`src/rtl/ret_stack_pkg.sv`:
```
package ret_stack_pkg;

    localparam int unsigned RS_WIDTH = 13;
    localparam int unsigned RS_DEPTH = 8;

    typedef enum logic [1:0] {
        OP_HOLD = 2'd0,
        OP_PUSH = 2'd1,
        OP_POP  = 2'd2
    } stack_op_e;

    // push wins over pop
    function automatic stack_op_e decode_op(input logic push, input logic pop);
        if (push)     return OP_PUSH;
        else if (pop) return OP_POP;
        else          return OP_HOLD;
    endfunction

    function automatic int unsigned wrap_inc(input int unsigned idx, input int unsigned depth);
        return (idx == depth - 1) ? 0 : idx + 1;
    endfunction

    function automatic int unsigned wrap_dec(input int unsigned idx, input int unsigned depth);
        return (idx == 0) ? depth - 1 : idx - 1;
    endfunction

endpackage

```
`src/rtl/ret_stack_ctrl.sv`:
```
module ret_stack_ctrl
    import ret_stack_pkg::*;
#(
    parameter int unsigned DEPTH = RS_DEPTH,
    localparam int unsigned PW   = (DEPTH > 1) ? $clog2(DEPTH) : 1
) (
    input  logic          clk,
    input  logic          rst,
    input  logic          push_i,
    input  logic          pop_i,
    output logic          wr_en_o,
    output logic [PW-1:0] wr_idx_o,
    output logic [PW-1:0] rd_idx_o,
    output logic [PW-1:0] ptr_o
);

    stack_op_e     op;
    logic [PW-1:0] ptr_q;
    logic [PW-1:0] ptr_d;

    assign op = decode_op(push_i, pop_i);

    always_comb begin
        unique case (op)
            OP_PUSH: ptr_d = PW'(wrap_inc(int'(ptr_q), DEPTH));
            OP_POP:  ptr_d = PW'(wrap_dec(int'(ptr_q), DEPTH));
            default: ptr_d = ptr_q;
        endcase
    end

    always_ff @(posedge clk) begin
        if (rst) ptr_q <= '0;
        else     ptr_q <= ptr_d;
    end

    assign wr_en_o  = (op == OP_PUSH);
    assign wr_idx_o = ptr_q;
    assign rd_idx_o = PW'(wrap_dec(int'(ptr_q), DEPTH));
    assign ptr_o    = ptr_q;

endmodule

```
`src/rtl/ret_stack_store.sv`:
```
module ret_stack_store #(
    parameter int unsigned WIDTH = 13,
    parameter int unsigned DEPTH = 8,
    localparam int unsigned PW   = (DEPTH > 1) ? $clog2(DEPTH) : 1
) (
    input  logic             clk,
    input  logic             wr_en_i,
    input  logic [PW-1:0]    wr_idx_i,
    input  logic [WIDTH-1:0] wr_data_i,
    input  logic [PW-1:0]    rd_idx_i,
    output logic [WIDTH-1:0] rd_data_o
);

    logic [WIDTH-1:0] slot [DEPTH];

    for (genvar g = 0; g < DEPTH; g++) begin : g_slot
        logic [WIDTH-1:0] q;
        // entries are not cleared by reset
        always_ff @(posedge clk) begin
            if (wr_en_i && (wr_idx_i == PW'(g))) q <= wr_data_i;
        end
        assign slot[g] = q;
    end

    assign rd_data_o = slot[rd_idx_i];

endmodule

```
`src/rtl/ret_stack.sv`:
```
module ret_stack
    import ret_stack_pkg::*;
#(
    parameter int unsigned WIDTH = RS_WIDTH,
    parameter int unsigned DEPTH = RS_DEPTH
) (
    input  logic             clk,
    input  logic             rst,
    input  logic             push_i,
    input  logic             pop_i,
    input  logic [WIDTH-1:0] push_addr_i,
    output logic [WIDTH-1:0] tos_o
);

    localparam int unsigned PW = (DEPTH > 1) ? $clog2(DEPTH) : 1;

    logic          wr_en;
    logic [PW-1:0] wr_idx;
    logic [PW-1:0] rd_idx;
    logic [PW-1:0] ptr;

    ret_stack_ctrl #(.DEPTH(DEPTH)) u_ctrl (
        .clk      (clk),
        .rst      (rst),
        .push_i   (push_i),
        .pop_i    (pop_i),
        .wr_en_o  (wr_en),
        .wr_idx_o (wr_idx),
        .rd_idx_o (rd_idx),
        .ptr_o    (ptr)
    );

    ret_stack_store #(.WIDTH(WIDTH), .DEPTH(DEPTH)) u_store (
        .clk       (clk),
        .wr_en_i   (wr_en),
        .wr_idx_i  (wr_idx),
        .wr_data_i (push_addr_i),
        .rd_idx_i  (rd_idx),
        .rd_data_o (tos_o)
    );

endmodule

```
`config.mk`:
```
export PLATFORM = sky130hd
export DESIGN_NAME = ret_stack
export DESIGN_NICKNAME = d
export VERILOG_FILES = /design/src/rtl/ret_stack_pkg.sv /design/src/rtl/ret_stack_ctrl.sv /design/src/rtl/ret_stack_store.sv /design/src/rtl/ret_stack.sv
export SDC_FILE = /design/constraint.sdc
export NUM_CORES = 1
export LEC_CHECK = 0
export BUFFER_PORTS_ARGS = -buffer_cell sky130_fd_sc_hd__buf_4
export CAP_MARGIN = 15
export CORE_ASPECT_RATIO = 0.75
export CORE_MARGIN = 2
export CORE_UTILIZATION = 45
export DETAILED_ROUTE_END_ITERATION = 8
export HOLD_SLACK_MARGIN = 0.06
export PLACE_DENSITY_LB_ADDON = 0.12
export SLEW_MARGIN = 0
export SYNTH_ARGS = -nofsm -noshare
export SYNTH_HDL_FRONTEND = slang
export SYNTH_SLANG_ARGS = --single-unit
```
`constraint.sdc`:
```
create_clock -name clk -period 4.2 [get_ports clk]
set_input_delay 0 -clock clk [delete_from_list [all_inputs] [get_ports clk]]
set_output_delay 0 -clock clk [all_outputs]
set_load 0.05 [all_outputs]
```
==> run summary, run 1 <==
=====================================================================
Worst Path Arrival .....................................      3.15 ns
DRC Markers ............................................            0
Largest net degree at the start of global routing ......           82
Vias in the first global route .........................         2653
Layout Area Growth over Synthesis ......................        14.6%
Switch Pwr .............................................   0.000757 W
Core area .............................................. 0.0102 sq mm
Setup violation total in the final timing report .......            0
Quantity of gates resized following cts ................            0
Most Frequent Cell on Critical Path .................... sky130_fd_sc_hd__ha_1
CTS clk-pin slew, worst paths ..........................      0.06 ns
Area share of the largest cell type after synthesis ....        66.3%
Clock Skews ............................................   0.00295 ns
Internal power of the cells ............................    0.00186 W
Global-route wire length before repair .................     14700 um
Number of diodes added for antenna fixing ..............            0
Required time reported for the critical path endpoint ..      4.43 ns
Detailed placer's ending HPWL ..........................      5160 um
Series of cell instances along the critical path ....... buf_4, ha_1, ha_1, and2_1, nor4_1, dlygate4sd3_1
Global-route usage over all layers .....................        18.1%
Timing endpoint of the critical path ................... u_ctrl.ptr_o[0]$_SDFFE_PP0P_
Total length of routed wires ...........................      9500 um
Die Height .............................................      92.6 um
Portion of total power attributed to sequential cells ..        46.6%
Die X ..................................................       122 um
Clk network pwr share ..................................        30.7%
Via count ..............................................         2681
Initial detailed-routing violation count ...............          291
Setup TNS after final layout ...........................         0 ns
Clock root buffer master ............................... sky130_fd_sc_hd__clkbuf_16
CP Launch Point ........................................ u_ctrl.ptr_o[0]$_SDFFE_PP0P_
Post-Syn Area per Cell .................................   16.5 sq um
Switching portion of total power .......................        28.9%
Dominant cells by area after synthesis ................. sky130_fd_sc_hd__edfxtp_1, sky130_fd_sc_hd__mux2_2, sky130_fd_sc_hd__o221ai_1
Sequential element share of the synthesized area .......        67.6%
CTS tree ...............................................          yes
Final Slew Violations ..................................            0
Non-filler instance count after layout .................          463
RR Startpoint .......................................... u_ctrl.ptr_o[0]$_SDFFE_PP0P_
Relative slew margins ..................................        37.1%
Power per unit of standard cell area ...................  485 mW/mm^2
Clock buffers created by TritonCTS .....................            9
GRT Residual Overflow ..................................            0
Unrepaired setup endpoints after global routing ........        false
Worst r2r dst .......................................... u_ctrl.ptr_o[0]$_SDFFE_PP0P_
Number of port buffers .................................           29
Class of the most critical hold timing path ............       in2reg
Post-synthesis net count ...............................          309
Antenna violations before repair .......................            0
P_leak .................................................      1.70 nW
Mean routed wirelength per cell ........................      20.5 um
DR pass1 iterations ....................................            6
Peak per-stage delay on the critical path ..............      0.66 ns
Least-Margin Pin Slew ..................................     0.943 ns
Layout net count .......................................          346
Time the worst path needs with I/O delays and setup ....      2.93 ns
Final cell utilization of the core .....................        52.7%
Ports placed on the boundary ...........................           30
Setup slack on the worst flop-to-flop path .............      1.27 ns
Maximum net fanout on the critical path ................           81
Summed instance area of the synthesized netlist ........ 0.00471 sq mm
Floorplan row count ....................................           32
Warning count from the yosys run .......................            0
Period utilisation layout ..............................        69.7%
CP startpoint kind .....................................     register
Share of cells above drive strength 1 ..................        24.5%
Depth of the worst register-to-register path ...........            6
Clock Latency Late Sink ................................      0.34 ns
H-tree levels ..........................................            3
Worst vdd rail ir drop .................................       292 uV
Die outline area ....................................... 0.0113 sq mm
Worst setup timing slack at the placement stage ........      1.63 ns
Biggest area consumer among synthesized cells .......... sky130_fd_sc_hd__edfxtp_1
Worst-case setup margin in the final layout ............      1.27 ns
Critical Path Slowest Stage Cell ....................... sky130_fd_sc_hd__buf_4
Total clock sinks ......................................          107
Outcome ................................................ finished clean
Post-detailed-route count of antenna-violating nets ....            0
Synth Register Bits ....................................          107
Routability Congestion .................................        0.750
Average via count per standard cell ....................         5.79
Initial core utilization ...............................        45.9%
Type of element capturing the critical path ............     register
Clk buf depth ..........................................            2
Proportion of power drawn by combinational gates .......        22.7%
Number of unique standard cell types used by synthesis .           30
CP Class ...............................................      reg2reg
Cells after synthesis ..................................          285
Final hold violation count .............................            0
Highest Clock Rate .....................................    0.342 GHz
Cell total after placement .............................          427
Max Cap Violations .....................................            0
=====================================================================
-- power groups by stage --
stage	combinational [W]	clock (W)	sequential, W
after floorplan	0.000443	0	0.00124
after CTS	0.000588	0.000824	0.00122
after detailed placement	0.000570	0	0.00124
after global placement	0.000562	0	0.00124
final	0.000593	0.000803	0.00122
after global routing	0.000637	0.000864	0.00122
-- layout make-up --
class	count	area, sq um
clock buffer	10	229
timing repair buffer	51	443
inverter	4	15.0
sequential	107	3180
multi-input combinational	149	1300
tap	136	170
fill	855	4850
clock inverter	6	55.1
-- sequential cells by signal (all words and copies together), names as in the netlist --
| signal | flops |
|---|---|
| u_ctrl.ptr_o | 3 |
| u_store.g_slot.q | 104 |
-- routing by layer --
| layer | part of all wire (%) | track usage, % | up-vias |
|---|---|---|---|
| li1 | - | - | 1263 |
| met1 | 48 | 24.8 | 1337 |
| met2 | 47 | 28.5 | 74 |
| met3 | 5.1 | 4.86 | 7 |
| met4 | 0.75 | 5.46 | 0 |
| met5 | 0 | 0 | - |
-- cell usage in the layout, fill, tap and decap left out, types with 2 or more instances in the layout --
cell type | synthesis | final
sky130_fd_sc_hd__a211oi_1 | 2 | 2
sky130_fd_sc_hd__inv_1 | 4 | 4
sky130_fd_sc_hd__dlygate4sd3_1 | 0 | 19
sky130_fd_sc_hd__nand3b_1 | 27 | 27
sky130_fd_sc_hd__and2_1 | 5 | 5
sky130_fd_sc_hd__mux2_2 | 26 | 26
sky130_fd_sc_hd__a21oi_1 | 2 | 2
sky130_fd_sc_hd__nor2_1 | 3 | 3
sky130_fd_sc_hd__edfxtp_1 | 104 | 104
sky130_fd_sc_hd__dfxtp_1 | 3 | 2
sky130_fd_sc_hd__a32oi_1 | 13 | 13
sky130_fd_sc_hd__buf_4 | 0 | 31
sky130_fd_sc_hd__and3_2 | 3 | 3
sky130_fd_sc_hd__clkinv_1 | 0 | 3
sky130_fd_sc_hd__ha_1 | 7 | 7
sky130_fd_sc_hd__o211ai_1 | 26 | 26
sky130_fd_sc_hd__clkbuf_16 | 0 | 9
sky130_fd_sc_hd__o221ai_1 | 25 | 25
-- metrics by stage --
step	hold slack, ns	cell area (sq um)	power (W)
final	0.398	5400	0.00262
after global routing	0.415	5400	0.00272
after detailed placement	0.187	4900	0.00181
after CTS	0.376	5380	0.00263
after global placement	0.186	4900	0.00180
after floorplan	0.0691	4710	0.00168
-- logic make-up after synthesis --
logic type | count (synthesis) | share of synthesized area (%)
compound gates | 72 | 12.6
fa+ha+maj | 7 | 1.86
buf+inv | 29 | 4.84
flops | 107 | 67.6
mux | 26 | 6.22
simple gates | 44 | 6.88
-- Yosys cell counts (all sizes together) --
cell type and instances:
dlygate4sd1 1, and2 5, dlymetal6s2s 1, inv 4, clkbuf 5, nor2 3, a311o 1, edfxtp 104
dfxtp 3, nand3b 27, nor3 2, a21o 1, a21oi 3, mux2 26, a32oi 13, ha 7
and3 3, a211oi 2, nand2b 1, o211ai 26, nor4 1, buf 18, nand2 1, o221ai 26
and2b 1
-- critical path, delay by kind of cell, from the launching register on --
kind	cells	cell delay, ns
flip-flops	1	0.32
buffers and inverters	2	1.25
adder cells (fa/ha/maj)	2	0.47
AND/OR/NAND/NOR	2	0.77
-- how the worst min path moves through the flow --
stage	slack, ns	cells after the start	startpoint	end
2_1_floorplan	0.07	1	rst	u_ctrl.ptr_o[1]$_SDFFE_PP0P_
3_3_place_gp	0.19	2	rst	u_ctrl.ptr_o[1]$_SDFFE_PP0P_
3_5_place_dp	0.19	2	rst	u_ctrl.ptr_o[1]$_SDFFE_PP0P_
4_1_cts	0.38	3	rst	u_ctrl.ptr_o[2]$_SDFFE_PP0P_
5_1_grt	0.42	3	rst	u_ctrl.ptr_o[2]$_SDFFE_PP0P_
6_report	0.40	3	rst	u_ctrl.ptr_o[2]$_SDFFE_PP0P_
-- timing repair --
action,in CTS,in global routing
hold buffers,19,0
buffers inserted,0,0
setup endpoints to repair,0,0
endpoints found under the hold margin,107,0
Note: power is estimated with default switching activity, not from simulation.
==> run 2: changes to the inputs <==
clock period = 2.7 ns   (was 4.2 ns; I/O delays follow)
==> run 2 against run 1 <==
Effect of this change:
- cell count is 1.1% higher
- clock skew up 0.0032 ns
- core utilization grew 0.57 points
- non-clock buffer count grew 6
- worst hold slack got worse by 0.015 ns
- first-iteration DRC count shrank 12%
- routed wire length rose by 2.1%
- sequential cell count is the same
- die area unchanged
- count of clock-buffer cells in the layout increased by 1
- highest routed layer unchanged
==> run summary, run 2 (same netlist as run 1, synthesis figures left out) <==
====================================================================
Most common cell after layout, fill and taps aside .... sky130_fd_sc_hd__edfxtp_1   unchanged
Highest Clock Rate ....................................    0.423 GHz
Mean routed wirelength per cell .......................      20.7 um   was 20.5 um
Clock Skews ...........................................   0.00615 ns   was 0.00295 ns
H-tree levels .........................................            3   unchanged
Share of cells above drive strength 1 .................        25.9%   was 24.5%
Worst-case setup margin in the final layout ...........     0.337 ns   was 1.27 ns
Final Slew Violations .................................            0   unchanged
Routability Congestion ................................        0.726   was 0.750
Class of the most critical hold timing path ...........       in2reg   unchanged
Max reg flops .........................................          104   unchanged
GRT Residual Overflow .................................            0   unchanged
Global-route wire length before repair ................     15100 um   was 14700 um
Least-Margin Pin Slew .................................     0.634 ns   was 0.943 ns
Power per unit of standard cell area ..................  749 mW/mm^2   was 485 mW/mm^2
CP Launch Point ....................................... u_ctrl.ptr_o[1]$_SDFFE_PP0P_   was u_ctrl.ptr_o[0]$_SDFFE_PP0P_
Unrepaired setup endpoints after global routing .......        false   unchanged
Required time reported for the critical path endpoint .      2.70 ns   was 4.43 ns
Post-cts hold buffer count ............................           18   was 19
RR Startpoint ......................................... u_ctrl.ptr_o[0]$_SDFFE_PP0P_   unchanged
Relative slew margins .................................        57.7%   was 37.1%
Worst hold start ......................................          rst   unchanged
Largest register by flop count ........................ u_store.g_slot.q   unchanged
Via count .............................................         2726   was 2681
Floorplan row count ...................................           32   unchanged
Ports placed on the boundary ..........................           30   unchanged
Global-route usage over all layers ....................        18.2%   was 18.1%
Period utilisation layout .............................        87.5%
Number of port buffers ................................           29   unchanged
Clock root buffer master .............................. sky130_fd_sc_hd__clkbuf_16   unchanged
Worst Path Arrival ....................................      2.36 ns   was 3.15 ns
DRC Markers ...........................................            0   unchanged
Outcome ............................................... finished clean   unchanged
Commonest cells after routing, fill and taps aside .... sky130_fd_sc_hd__edfxtp_1, sky130_fd_sc_hd__buf_4, sky130_fd_sc_hd__nand3b_1   unchanged
Total length of routed wires ..........................      9700 um   was 9500 um
Initial detailed-routing violation count ..............          255   was 291
Setup TNS after final layout ..........................         0 ns   unchanged
Total clock sinks .....................................          107   unchanged
Post-detailed-route count of antenna-violating nets ...            0   unchanged
Average via count per standard cell ...................         5.82   was 5.79
CP Class ..............................................      reg2out   was reg2reg
Largest net degree at the start of global routing .....           82   unchanged
Die Height ............................................      92.6 um   unchanged
CP startpoint kind ....................................     register   unchanged
Antenna violations before repair ......................            0   unchanged
Final hold violation count ............................            0   unchanged
Clock Latency Late Sink ...............................      0.34 ns   about the same
Die outline area ...................................... 0.0113 sq mm   unchanged
Layout net count ......................................          352   was 346
Quantity of gates resized following cts ...............            0   unchanged
Clk buf depth .........................................            2   unchanged
Time the worst path needs with I/O delays and setup ...      2.36 ns
Worst setup timing slack at the placement stage .......     0.732 ns   was 1.63 ns
Setup violation total in the final timing report ......            0   unchanged
Number of diodes added for antenna fixing .............            0   unchanged
CTS clk-pin slew, worst paths .........................      0.07 ns   was 0.06 ns
P_leak ................................................      1.74 nW   was 1.70 nW
Clock buffers created by TritonCTS ....................            9   unchanged
Final cell utilization of the core ....................        53.2%   was 52.7%
CTS tree ..............................................          yes   unchanged
Setup slack on the worst flop-to-flop path ............      0.42 ns   was 1.27 ns
Type of element capturing the critical path ...........   output pin   was register
Fillcell total ........................................          875   was 855
DR pass1 iterations ...................................            4   was 6
Worst vdd rail ir drop ................................       526 uV   was 292 uV
Layout Area Growth over Synthesis .....................        15.9%   was 14.6%
Core area ............................................. 0.0102 sq mm   unchanged
Detailed placer's ending HPWL .........................      5330 um   was 5160 um
Vias in the first global route ........................         2719   was 2653
Post-CTS repair timing setup buffer count .............            0   unchanged
Initial core utilization ..............................        45.9%   unchanged
Maximum net fanout on the critical path ...............           26   was 81
Die X .................................................       122 um   unchanged
Max Cap Violations ....................................            0   unchanged
====================================================================
## run 2: critical path, cell delays in order, from the launching register on
cell and delay (ns):
sky130_fd_sc_hd__dfxtp_1 0.39, sky130_fd_sc_hd__inv_1 0.10, sky130_fd_sc_hd__ha_1 0.23, sky130_fd_sc_hd__nor3_2 0.22
sky130_fd_sc_hd__a21o_1 0.11, sky130_fd_sc_hd__buf_4 0.32, sky130_fd_sc_hd__o221ai_1 0.19, sky130_fd_sc_hd__a32oi_1 0.23
sky130_fd_sc_hd__buf_4 0.24
## run 2: path summary, 6_finish.rpt
kind	to	cells past startpoint
hold / removal	u_ctrl.ptr_o[0]$_SDFFE_PP0P_	3
hold reg to reg	u_ctrl.ptr_o[0]$_SDFFE_PP0P_	3
setup reg to reg	u_ctrl.ptr_o[0]$_SDFFE_PP0P_	8
setup / recovery	tos_o[10]	8
## run 2: layout make-up
cell class / instances / area (sq um) / area share [%]
repair buffers: 57 / 510 / 9.36
inverters: 4 / 15.0 / 0.275
flip-flops and latches: 107 / 3180 / 58.4
well taps: 136 / 170 / 3.12
clock buffers: 11 / 233 / 4.27
clock inverters: 4 / 42.5 / 0.780
multi-input cells: 149 / 1300 / 23.8
## run 2: metrics by stage
stage	std cells	cell area, sq um	power, W	hold slack, ns
2_1_floorplan	285	4710	0.00262	0.0691
3_3_place_gp	435	5000	0.00285	0.184
3_5_place_dp	435	5000	0.00286	0.184
4_1_cts	468	5460	0.00412	0.372
5_1_grt	468	5460	0.00424	0.391
6_report	468	5460	0.00409	0.383
## run 2: routing by layer
layer	GRT usage, %	wire [um]
met1	24.4	4460
met5	0	0
met4	5.94	160
met2	29.1	4570
met3	4.86	504
## run 2: where the power goes
group / internal (W) / switching (W) / total (W)
combinational: 0.000315 / 0.000633 / 0.000948
clock: 0.000707 / 0.000535 / 0.00124
sequential: 0.00188 / 0.0000166 / 0.00190
==> run 3: changes to the inputs <==
BUFFER_PORTS_ARGS = default   (was -buffer_cell sky130_fd_sc_hd__buf_4)
DONT_BUFFER_PORTS = 1   (was default)
==> run 3 against run 2 <==
Effect of this change:
- combinational power is 3.5% lower
- total power fell by 0.89%
- sequential power is essentially flat
- worst setup slack worse by 0.034 ns
- cell area is 2.5% lower
- fmax shrank 1.4%
- register-to-register slack better by 0.04 ns
- sequential cell count did not move
- sequential share of layout area grew 1.5 points
==> run summary, run 3 (same netlist as run 1, synthesis figures left out) <==
====================================================================
Total length of routed wires ..........................      9760 um   was 9700 um
Number of diodes added for antenna fixing .............            0   unchanged
Buffers & Inverters on Critical Path ..................            3   unchanged
Max reg flops .........................................          104   unchanged
Initial core utilization ..............................        45.9%   unchanged
Maximum net fanout on the critical path ...............           26   unchanged
Global-route usage over all layers ....................        18.6%   was 18.2%
Ports placed on the boundary ..........................           30   unchanged
Mean routed wirelength per cell .......................      21.5 um   was 20.7 um
RR Startpoint ......................................... u_ctrl.ptr_o[0]$_SDFFE_PP0P_   unchanged
Number of port buffers ................................            0   was 29
Clock Skews ...........................................   0.00609 ns   was 0.00615 ns
Setup TNS after final layout ..........................         0 ns   unchanged
Routability Congestion ................................        0.739   was 0.726
Commonest cells after routing, fill and taps aside .... sky130_fd_sc_hd__edfxtp_1, sky130_fd_sc_hd__nand3b_1, sky130_fd_sc_hd__o211ai_1, sky130_fd_sc_hd__mux2_2, sky130_fd_sc_hd__o221ai_1   was sky130_fd_sc_hd__edfxtp_1, sky130_fd_sc_hd__buf_4, sky130_fd_sc_hd__nand3b_1
Required time reported for the critical path endpoint .      2.70 ns   about the same
Layout net count ......................................          337   was 352
Final hold violation count ............................            0   unchanged
Layout Area Growth over Synthesis .....................        12.9%   was 15.9%
Clock Latency Late Sink ...............................      0.34 ns   about the same
DRC Markers ...........................................            0   unchanged
Worst r2r dst ......................................... u_ctrl.ptr_o[1]$_SDFFE_PP0P_   was u_ctrl.ptr_o[0]$_SDFFE_PP0P_
Largest register by flop count ........................ u_store.g_slot.q   unchanged
P_leak ................................................      1.66 nW   was 1.74 nW
Crit path max-delay family ............................ buffers and inverters   unchanged
Share of cells above drive strength 1 .................        22.4%   was 25.9%
Post-route cell area .................................. 0.00532 sq mm   was 0.00546 sq mm
Area taken by flip-flops and latches .................. 0.00318 sq mm   unchanged
Type of element capturing the critical path ...........   output pin   unchanged
Clock buffers created by TritonCTS ....................            9   unchanged
CP Class ..............................................      reg2out   unchanged
CP startpoint kind ....................................     register   unchanged
Average via count per standard cell ...................         5.81   was 5.82
Time the worst path needs with I/O delays and setup ...      2.40 ns   was 2.36 ns
Antenna violations before repair ......................            0   unchanged
Die outline area ...................................... 0.0113 sq mm   unchanged
Setup slack on the worst flop-to-flop path ............      0.46 ns   was 0.42 ns
Least-Margin Pin Slew .................................     0.623 ns   was 0.634 ns
Core area ............................................. 0.0102 sq mm   unchanged
Most Frequent Cell on Critical Path ................... sky130_fd_sc_hd__buf_4   unchanged
Class of the most critical hold timing path ...........       in2reg   unchanged
WP depth ..............................................            8   unchanged
Fillcell total ........................................          865   was 875
Area occupied by multi-input gates .................... 0.00130 sq mm   unchanged
Initial detailed-routing violation count ..............          270   was 255
DR pass1 iterations ...................................            4   unchanged
Max Cap Violations ....................................            0   unchanged
Peak per-stage delay on the critical path .............      0.38 ns   was 0.39 ns
Floorplan row count ...................................           32   unchanged
Global-route wire length before repair ................     15300 um   was 15100 um
Clock root buffer master .............................. sky130_fd_sc_hd__clkbuf_16   unchanged
Series of cell instances along the critical path ...... inv_1, ha_1, nor3_2, a21o_1, buf_4, o221ai_1, a32oi_1, buf_4   unchanged
CTS tree ..............................................          yes   unchanged
Setup violation total in the final timing report ......            0   unchanged
Via count .............................................         2632   was 2726
GRT Residual Overflow .................................            0   unchanged
Largest net degree at the start of global routing .....           82   unchanged
Critical Path Slowest Stage Cell ...................... sky130_fd_sc_hd__dfxtp_1   unchanged
Standard cell area after detailed placement ........... 0.00486 sq mm   was 0.00500 sq mm
Worst hold start ......................................       push_i   was rst
Die X .................................................       122 um   unchanged
Depth of the worst register-to-register path ..........            7   was 8
Power per unit of standard cell area ..................  762 mW/mm^2   was 749 mW/mm^2
Highest Clock Rate ....................................    0.417 GHz   was 0.423 GHz
Period utilisation layout .............................        88.8%   was 87.5%
Die Height ............................................      92.6 um   unchanged
Outcome ............................................... finished clean   unchanged
Unrepaired setup endpoints after global routing .......        false   unchanged
Total clock sinks .....................................          107   unchanged
Clk buf depth .........................................            2   unchanged
H-tree levels .........................................            3   unchanged
Destination of the worst hold path .................... u_store.g_slot[4].q[10]$_DFFE_PP_   was u_ctrl.ptr_o[0]$_SDFFE_PP0P_
Worst vdd rail ir drop ................................       476 uV   was 526 uV
Vias in the first global route ........................         2682   was 2719
Most common cell after layout, fill and taps aside .... sky130_fd_sc_hd__edfxtp_1   unchanged
Post-detailed-route count of antenna-violating nets ...            0   unchanged
Relative slew margins .................................        58.4%   was 57.7%
Min-Delay Path Depth ..................................            1   was 3
Final Slew Violations .................................            0   unchanged
Detailed placer's ending HPWL .........................      5340 um   was 5330 um
CTS clk-pin slew, worst paths .........................      0.07 ns   about the same
Worst Path Arrival ....................................      2.40 ns   was 2.36 ns
====================================================================
[run 3: worst register-to-register path, stage by stage, from the launching register on]
cell and delay, ns:
sky130_fd_sc_hd__dfxtp_2 0.33, sky130_fd_sc_hd__inv_1 0.13, sky130_fd_sc_hd__ha_1 0.25, sky130_fd_sc_hd__nand2b_2 0.14, sky130_fd_sc_hd__buf_4 0.26, sky130_fd_sc_hd__a311o_1 0.39, sky130_fd_sc_hd__a21oi_1 0.12, sky130_fd_sc_hd__dlygate4sd3_1 0.56
[run 3: where the power goes]
part	leakage (nW)	switching (W)	internal (W)
sequential	0.970	0.0000164	0.00188
combinational	0.555	0.000623	0.000293
clock	0.134	0.000532	0.000706
[run 3: area by class of cell]
cell class,count,area share (%)
timing repair buffer,42,7.01
inverter,4,0.282
sequential,107,59.9
tap,136,3.20
multi-input combinational,149,24.5
clock buffer,11,4.38
clock inverter,4,0.800
[run 3: repair_timing]
action	4_1_cts	5_1_grt
gates resized for setup	0	0
buffers inserted	0	0
hold buffers	18	0
setup endpoints to repair	0	0
endpoints found under the hold margin	107	0
[run 3: worst max-delay path by stage]
stage                                       startpoint       end  slack (ns)
after floorplan           u_ctrl.ptr_o[0]$_SDFFE_PP0P_  tos_o[3]        0.02
after global placement    u_ctrl.ptr_o[0]$_SDFFE_PP0P_  tos_o[1]        0.78
after detailed placement  u_ctrl.ptr_o[1]$_SDFFE_PP0P_  tos_o[4]        0.71
after CTS                 u_ctrl.ptr_o[1]$_SDFFE_PP0P_  tos_o[4]        0.33
after global routing      u_ctrl.ptr_o[1]$_SDFFE_PP0P_  tos_o[7]        0.14
final                     u_ctrl.ptr_o[1]$_SDFFE_PP0P_  tos_o[4]        0.30
[run 3: stage by stage]
step           setup WS (ns)  power, W  instances  util (%)  hold WS [ns]
3_5_place_dp           0.713   0.00281        420      47.4        0.0728
3_3_place_gp           0.779   0.00281        420      47.4        0.0744
5_1_grt                0.140   0.00421        453      51.9         0.195
6_report               0.303   0.00405        453      51.9         0.186
2_1_floorplan         0.0200   0.00262        285         -        0.0691
4_1_cts                0.326   0.00409        453      51.9         0.186
[run 3: per-layer routing]
layer / GRT usage [%] / vias up / share of wire, %
met5: 0 / - / 0
met4: 5.75 / 0 / 0.85
met3: 4.74 / 6 / 4.4
met2: 28.1 / 51 / 47
met1: 26.5 / 1334 / 48
li1: - / 1241 / -
